--- src/rtl/rnd_pkg.sv ---
package rnd_pkg;
  typedef enum logic [1:0] {
    RM_NEAR = 2'b00,
    RM_ZERO = 2'b01,
    RM_PINF = 2'b10,
    RM_MINF = 2'b11
  } rmode_e;
endpackage

--- src/rtl/rnd_rst_sync.sv ---
module rnd_rst_sync (
  input  logic clk,
  input  logic rst_n,
  output logic rst_sync_n
);
  logic [1:0] stage_q;

  always_ff @(posedge clk or negedge rst_n) begin
    if (!rst_n) stage_q <= 2'b00;
    else        stage_q <= {stage_q[0], 1'b1};
  end

  assign rst_sync_n = stage_q[1];
endmodule

--- src/rtl/rnd_decide.sv ---
module rnd_decide
  import rnd_pkg::*;
(
  input  logic   lsb,
  input  logic   guard,
  input  logic   rbit,
  input  logic   sticky,
  input  logic   sign,
  input  rmode_e mode,
  output logic   inc,
  output logic   inexact
);
  always_comb begin
    inexact = guard | rbit | sticky;
    unique case (mode)
      RM_ZERO: inc = 1'b0;
      RM_PINF: inc = inexact & ~sign;
      RM_MINF: inc = inexact & sign;
      default: inc = guard & (rbit | sticky | lsb);
    endcase
  end
endmodule

--- src/rtl/rnd_incr.sv ---
module rnd_incr #(
  parameter int W = 30
) (
  input  logic [W-1:0] a,
  input  logic         inc,
  output logic [W:0]   sum
);
  logic [W:0] carry;

  assign carry[0] = inc;

  for (genvar i = 0; i < W; i++) begin : g_bit
    assign sum[i]     = a[i] ^ carry[i];
    assign carry[i+1] = a[i] & carry[i];
  end

  assign sum[W] = carry[W];
endmodule

--- src/rtl/mant_round_unit.sv ---
module mant_round_unit
  import rnd_pkg::*;
#(
  parameter int MANT_W = 32
) (
  input  logic              clk,
  input  logic              rst_n,
  input  logic              in_valid,
  input  logic [MANT_W-1:0] in_mant,
  input  logic              in_sticky,
  input  logic              in_sign,
  input  logic [1:0]        in_mode,
  output logic              out_valid,
  output logic [MANT_W-2:0] out_mant,
  output logic              out_up,
  output logic              out_inexact,
  output logic              out_frac_rounded
);
  localparam int KEEP_W = MANT_W - 2;
  localparam int RES_W  = KEEP_W + 1;

  logic              rst_sync_n;
  logic [KEEP_W-1:0] trunc;
  logic              do_inc;
  logic              lost;
  logic [RES_W-1:0]  sum;

  logic              valid_q, valid_d;
  logic [RES_W-1:0]  mant_q, mant_d;
  logic              up_q, up_d;
  logic              inx_q, inx_d;

  rnd_rst_sync u_rst (
    .clk        (clk),
    .rst_n      (rst_n),
    .rst_sync_n (rst_sync_n)
  );

  assign trunc = in_mant[MANT_W-1:2];

  rnd_decide u_dec (
    .lsb     (trunc[0]),
    .guard   (in_mant[1]),
    .rbit    (in_mant[0]),
    .sticky  (in_sticky),
    .sign    (in_sign),
    .mode    (rmode_e'(in_mode)),
    .inc     (do_inc),
    .inexact (lost)
  );

  rnd_incr #(.W(KEEP_W)) u_inc (
    .a   (trunc),
    .inc (do_inc),
    .sum (sum)
  );

  always_comb begin
    valid_d = in_valid;
    mant_d  = mant_q;
    up_d    = up_q;
    inx_d   = inx_q;
    if (in_valid) begin
      mant_d = sum;
      up_d   = do_inc;
      inx_d  = lost;
    end
  end

  always_ff @(posedge clk or negedge rst_sync_n) begin
    if (!rst_sync_n) begin
      valid_q <= 1'b0;
      mant_q  <= '0;
      up_q    <= 1'b0;
      inx_q   <= 1'b0;
    end else begin
      valid_q <= valid_d;
      mant_q  <= mant_d;
      up_q    <= up_d;
      inx_q   <= inx_d;
    end
  end

  assign out_valid        = valid_q;
  assign out_mant         = mant_q;
  assign out_up           = up_q;
  assign out_inexact      = inx_q;
  assign out_frac_rounded = up_q;
endmodule

--- config.mk ---
export PLATFORM = sky130hd
export DESIGN_NAME = mant_round_unit
export DESIGN_NICKNAME = d
export VERILOG_FILES = /design/src/rtl/rnd_pkg.sv /design/src/rtl/rnd_rst_sync.sv /design/src/rtl/rnd_decide.sv /design/src/rtl/rnd_incr.sv /design/src/rtl/mant_round_unit.sv
export SDC_FILE = /design/constraint.sdc
export NUM_CORES = 1
export LEC_CHECK = 0
export ABC_AREA = 1
export ABC_CLOCK_PERIOD_IN_PS = 2600
export CAP_MARGIN = 20
export CORE_MARGIN = 4
export CORE_UTILIZATION = 48
export CTS_BUF_LIST = sky130_fd_sc_hd__clkbuf_8
export DETAILED_ROUTE_END_ITERATION = 6
export PLACE_DENSITY = 0.92
export SETUP_SLACK_MARGIN = 0.02
export SLEW_MARGIN = 40
export SYNTH_ARGS = -nofsm -noshare
export SYNTH_HDL_FRONTEND = slang
export SYNTH_HIERARCHICAL = 1
export SYNTH_SLANG_ARGS = --single-unit
--- constraint.sdc ---
create_clock -name clk -period 2.6 [get_ports clk]
set_clock_uncertainty 0.1 [all_clocks]
set_input_delay 0.52 -clock clk [delete_from_list [all_inputs] [get_ports clk]]
set_output_delay 0.52 -clock clk [all_outputs]
set_load 0.05 [all_outputs]
After elaboration in Yosys (flattened, before gate mapping)
Index checks and enable logic that the tools add are counted.

word-level totals
  flip-flop bits (word level) = 36
  input bits = 39
  output and inout bits = 35
  word-level logic and storage cells = 77

operators by class
  equality and inequality tests = 3
  muxes and demuxes = 1
  bitwise logic cells = 68

operators with widths
  cell                number
  $and 1x1->1         33
  $xor 1x1->1         30
  $eq 2x2->1 const B  2
  $or 1x1->1          4
  $pmux 1 s3          1
  $eq 2x1->1 const B  1
  $not 1->1           1

Longest topological paths before layout
  depth after elaboration = 34
  gate-level depth with buffers = 36
  gate-level depth less buffers = 36

Cells and area by module
The synthesis kept the hierarchy.

modules (own cells, without submodules)
  module           instances  cells each  area each (um^2)  sequential area each (um^2)
  mant_round_unit  1          142         1337.5            850.8
  rnd_incr         1          30          375.4             0.0
  rnd_decide       1          14          61.3              0.0
  rnd_rst_sync     1          3           53.8              50.0

Worst setup path after synthesis
OpenSTA, ideal clock, no wires.

  path type = input-to-reg
  start = in in_mant[0]
  end = reg mant_q[29] (netlist: out_mant[29])
  setup time = 0.119 ns
  arrival time = 6.138 ns
  required time = 2.381 ns
  setup slack = -3.757 ns
  stages = 36
  buffers on the path = 0
  path through = nor2_2 nand2_2 nand3_1 nand2_1 ha_1 ha_1 ha_1 ha_1 ha_1 ha_1 ha_1 ha_1 ha_1 ha_1 ha_1 ha_1 ha_1 ha_1 ha_1 ha_1 ha_1 ha_1 ha_1 ha_1 ha_1 ha_1 ha_1 ha_1 ha_1 ha_1 ha_1 ha_1 ha_1 ha_1 nand2_1 nand2_1

on the way
  longest elaborated chain between the ends = 34
  elaborated cells on any way between the ends = 38
  those cells by class = mux (1); bitwise (37)

RTL lines
  what                                   RTL line                            source
  from (decl)                            mant_round_unit.sv:9                input logic [MANT_W-1:0] in_mant,
  $or 1x1->1 (*) (2 in a row)            rnd_decide.sv:14                    inexact = guard | rbit | sticky;
  named net lost                         mant_round_unit.sv:25               logic lost;
  $and 1x1->1, on equally long branches  rnd_decide.sv:18, rnd_decide.sv:17
  $pmux 1 s3 (*)                         rnd_decide.sv:15                    unique case (mode)
  named net do_inc                       mant_round_unit.sv:24               logic do_inc;
  $and 1x1->1 (*) (29 in a row)          rnd_incr.sv:14                      assign carry[i+1] = a[i] & carry[i];
  $xor 1x1->1 (*)                        rnd_incr.sv:13                      assign sum[i] = a[i] ^ carry[i];
  named net sum[29]                      mant_round_unit.sv:26               logic [RES_W-1:0] sum;
  to (signal assigned)                   mant_round_unit.sv:78               mant_q <= mant_d;
  to (decl)                              mant_round_unit.sv:29               logic [RES_W-1:0] mant_q, mant_d;

Mark *: on every way through the listed nets, which the timed path passes. The rest lies on a longest branch.
A chain may end at the register's enable or synchronous reset.

Final worst setup path
Same ends and word-level chain as after synthesis.

==> run metrics <==
CP max stage delay=0.25 ns; Post-Route WL=4519 um; CTS Buffer Depth=2; R2R Path Start=out_mant[12]$_DFFE_PN0P_; CTS Root Cell=clkbuf_8; Final period util=2.172; # Max-Cap Violations=0; fin. max-slew vios=0; share of layout cells above drive strength 1=0.2724; Worst EP required=2.72 ns; Total Routing Usage GR=0.1964; drt drc=0; Ant. Diodes=0; clk slew on worst S/H paths=0.07 ns; Worst setup SP type=input pin; Fillers=221; TritonCTS clock tree=built; initial antenna violation count=0; unrepaired setup endpoints after global routing=yes; Worst path slowest cell=ha_4; CP arrival=5.77 ns; placer congestion estimate=0.6920; port bufs=73; Synth Instances=189; fmax=177.1 MHz; clock sink count=36; xor/xnor share of the synthesized area=0; largest family of logic cells by synthesized area=simple AND/OR/NAND/NOR gates; area of the mapped netlist=1828 um2; leakage=1.392 nW; status=finished, violations left; post-synth cell types=14; worst slack, placed=-3.729 ns; DR vias=1498; Fin. Hold Viols=0; Max IR drop VDD=344.6 uV; commonest non-fill, non-tap cell in the layout=nand2_1; CORE AREA=3661 um2; CP Class=in -> reg; post-route insts no fill=316; PwrDens=493.5 nW/um2; Synth Area in Adders=0.2053; share of the synthesized area in the top cell type=0.4928; mux cell area share after synthesis=0; top post-synthesis cells by area=dfrtp_1, ha_1, nand2_1; Detailed Routing Iterations Pass 1=4; post-synthesis simple-gate area fraction=0.2375; crit end category=flip-flop; DRT iter0 DRCs=50; initial core utilization=0.4993; pin count of the biggest net entering global routing=35; CP dominant cell by count=ha_4; storage element area=900.9 um2; dpl hpwl=3608 um; Die ar.=4859 um2; Placed Instances=307; failing checks=negative setup slack; row cnt=22; worst slew pin tran=0.5580 ns; post-synth net total=258; H-tree depth=2; setup TNS=-34.79 ns; first-pass GRT wire length=7479 um; Die Wd=69.71 um; worst reg2reg path depth=2; Vias/cell=4.741; Net count, final=336; total CTS buffers=5; cell taking the most area after synthesis=dfrtp_1; worst setup margin=-3.047 ns; Synth warnings=6; CTS Hold Bufs=0; vias in the first global route=1590; fin crit period=5.647 ns; worst-path maximum fanout=2; footprint of the multi-input gates=1222 um2; setup violators final=21; Setup crit start=in_mant[0]; register area share after synthesis=0.4928; syn avg cell area=9.672 um2; post-route antenna net violation count=0; compound-cell area share of the yosys netlist=0.002738; DR WL/cell=14.30 um; clk_lat worst skew=0.27 ns; total gr overflow=0; slew margin rel.=0.6268; worst min-delay path category=reg -> async; Yosys reg bits=36; commonest cells after routing, fill and taps aside=nand2_1, clkdlybuf4s50_1, dfrtp_1; Synth-to-Final Area Change=67.21%; die height=69.71 um; IO Pins=74
[state kept, by name, indices dropped and copies added, names as in the netlist]
signal / count
out_valid: 1
out_mant: 31
u_rst/stage_q: 2
out_frac_rounded: 1
out_inexact: 1
[power by group]
group / switching, mW / internal [mW] / leakage, nW / total [mW]
Sequential: 0.0301 / 0.610 / 0.438 / 0.640
Combinational: 0.300 / 0.181 / 0.900 / 0.482
Clock: 0.179 / 0.208 / 0.0538 / 0.387
[logic make-up (layout without fill, tap and decap cells)]
logic type	count (synthesis)	in the layout
and+or+nand+nor	107	107
AOI/OAI and AO/OA	1	1
adders and majority gates	30	30
DFF	36	36
buffers and inverters	14	93
other	1	1
[final timing paths]
| kind | end | slack [ns] |
|---|---|---|
| hold / removal | out_mant[30]$_DFFE_PN0P_ | 0.17 |
| hold reg to reg | out_mant[30]$_DFFE_PN0P_ | 0.17 |
| max in group asynchronous | out_mant[6]$_DFFE_PN0P_ | 1.92 |
| setup reg to reg | out_mant[12]$_DFFE_PN0P_ | 1.86 |
| min in group clk | u_rst/stage_q[1]$_DFF_PN0_ | 0.25 |
| setup / recovery | out_mant[29]$_DFFE_PN0P_ | -3.05 |
[layer usage]
layer | GRT usage | wire, um | vias to the layer above
met4 | 0.05532 | 79 | 0
met2 | 0.3676 | 2439 | 51
met3 | 0.05507 | 226 | 9
met1 | 0.2148 | 1773 | 695
li1 | - | - | 743
met5 | 0 | 0 | -
[metrics by stage]
step	instance area (um2)	power [mW]	hold WS, ns	utilization
CTS	3044	1.524	0.1856	0.8315
global placement	2965	1.119	0.1870	0.8100
finish	3057	1.508	0.1685	0.8349
global route	3057	1.586	0.2278	0.8349
floorplan	2216	0.9287	0.1244	-
detailed placement	2965	1.135	0.1804	0.8100
[repair_timing]
item,in CTS,in global routing
resized for setup,36,2
endpoints found under the setup margin,24,22
pin swaps,23,20
buffers inserted,0,1
[cells in the mapped netlist]
| master | instances |
|---|---|
| nand2_2 | 11 |
| buf_4 | 4 |
| ha_1 | 30 |
| a21oi_1 | 1 |
| nor2_2 | 1 |
| inv_8 | 1 |
| nand3_1 | 2 |
| inv_1 | 5 |
| buf_8 | 1 |
| nand2_1 | 92 |
| conb_1 | 1 |
| nor2_1 | 1 |
| buf_6 | 3 |
| dfrtp_1 | 36 |
[critical path: cells and delay by family]
kind | cells | cell delay (ns)
buffers and inverters | 1 | 0.09
and+or+nand+nor | 6 | 0.40
adders and majority gates | 30 | 4.71
[area by class of cell]
class	instances	area share
clock buffer	6	0.02702
clock inverter	2	0.002456
inverter	6	0.009824
multi-input combinational	139	0.3999
sequential	36	0.2947
tap	48	0.01965
timing repair buffer	79	0.2464
Power figures use the tool's default switching activity.
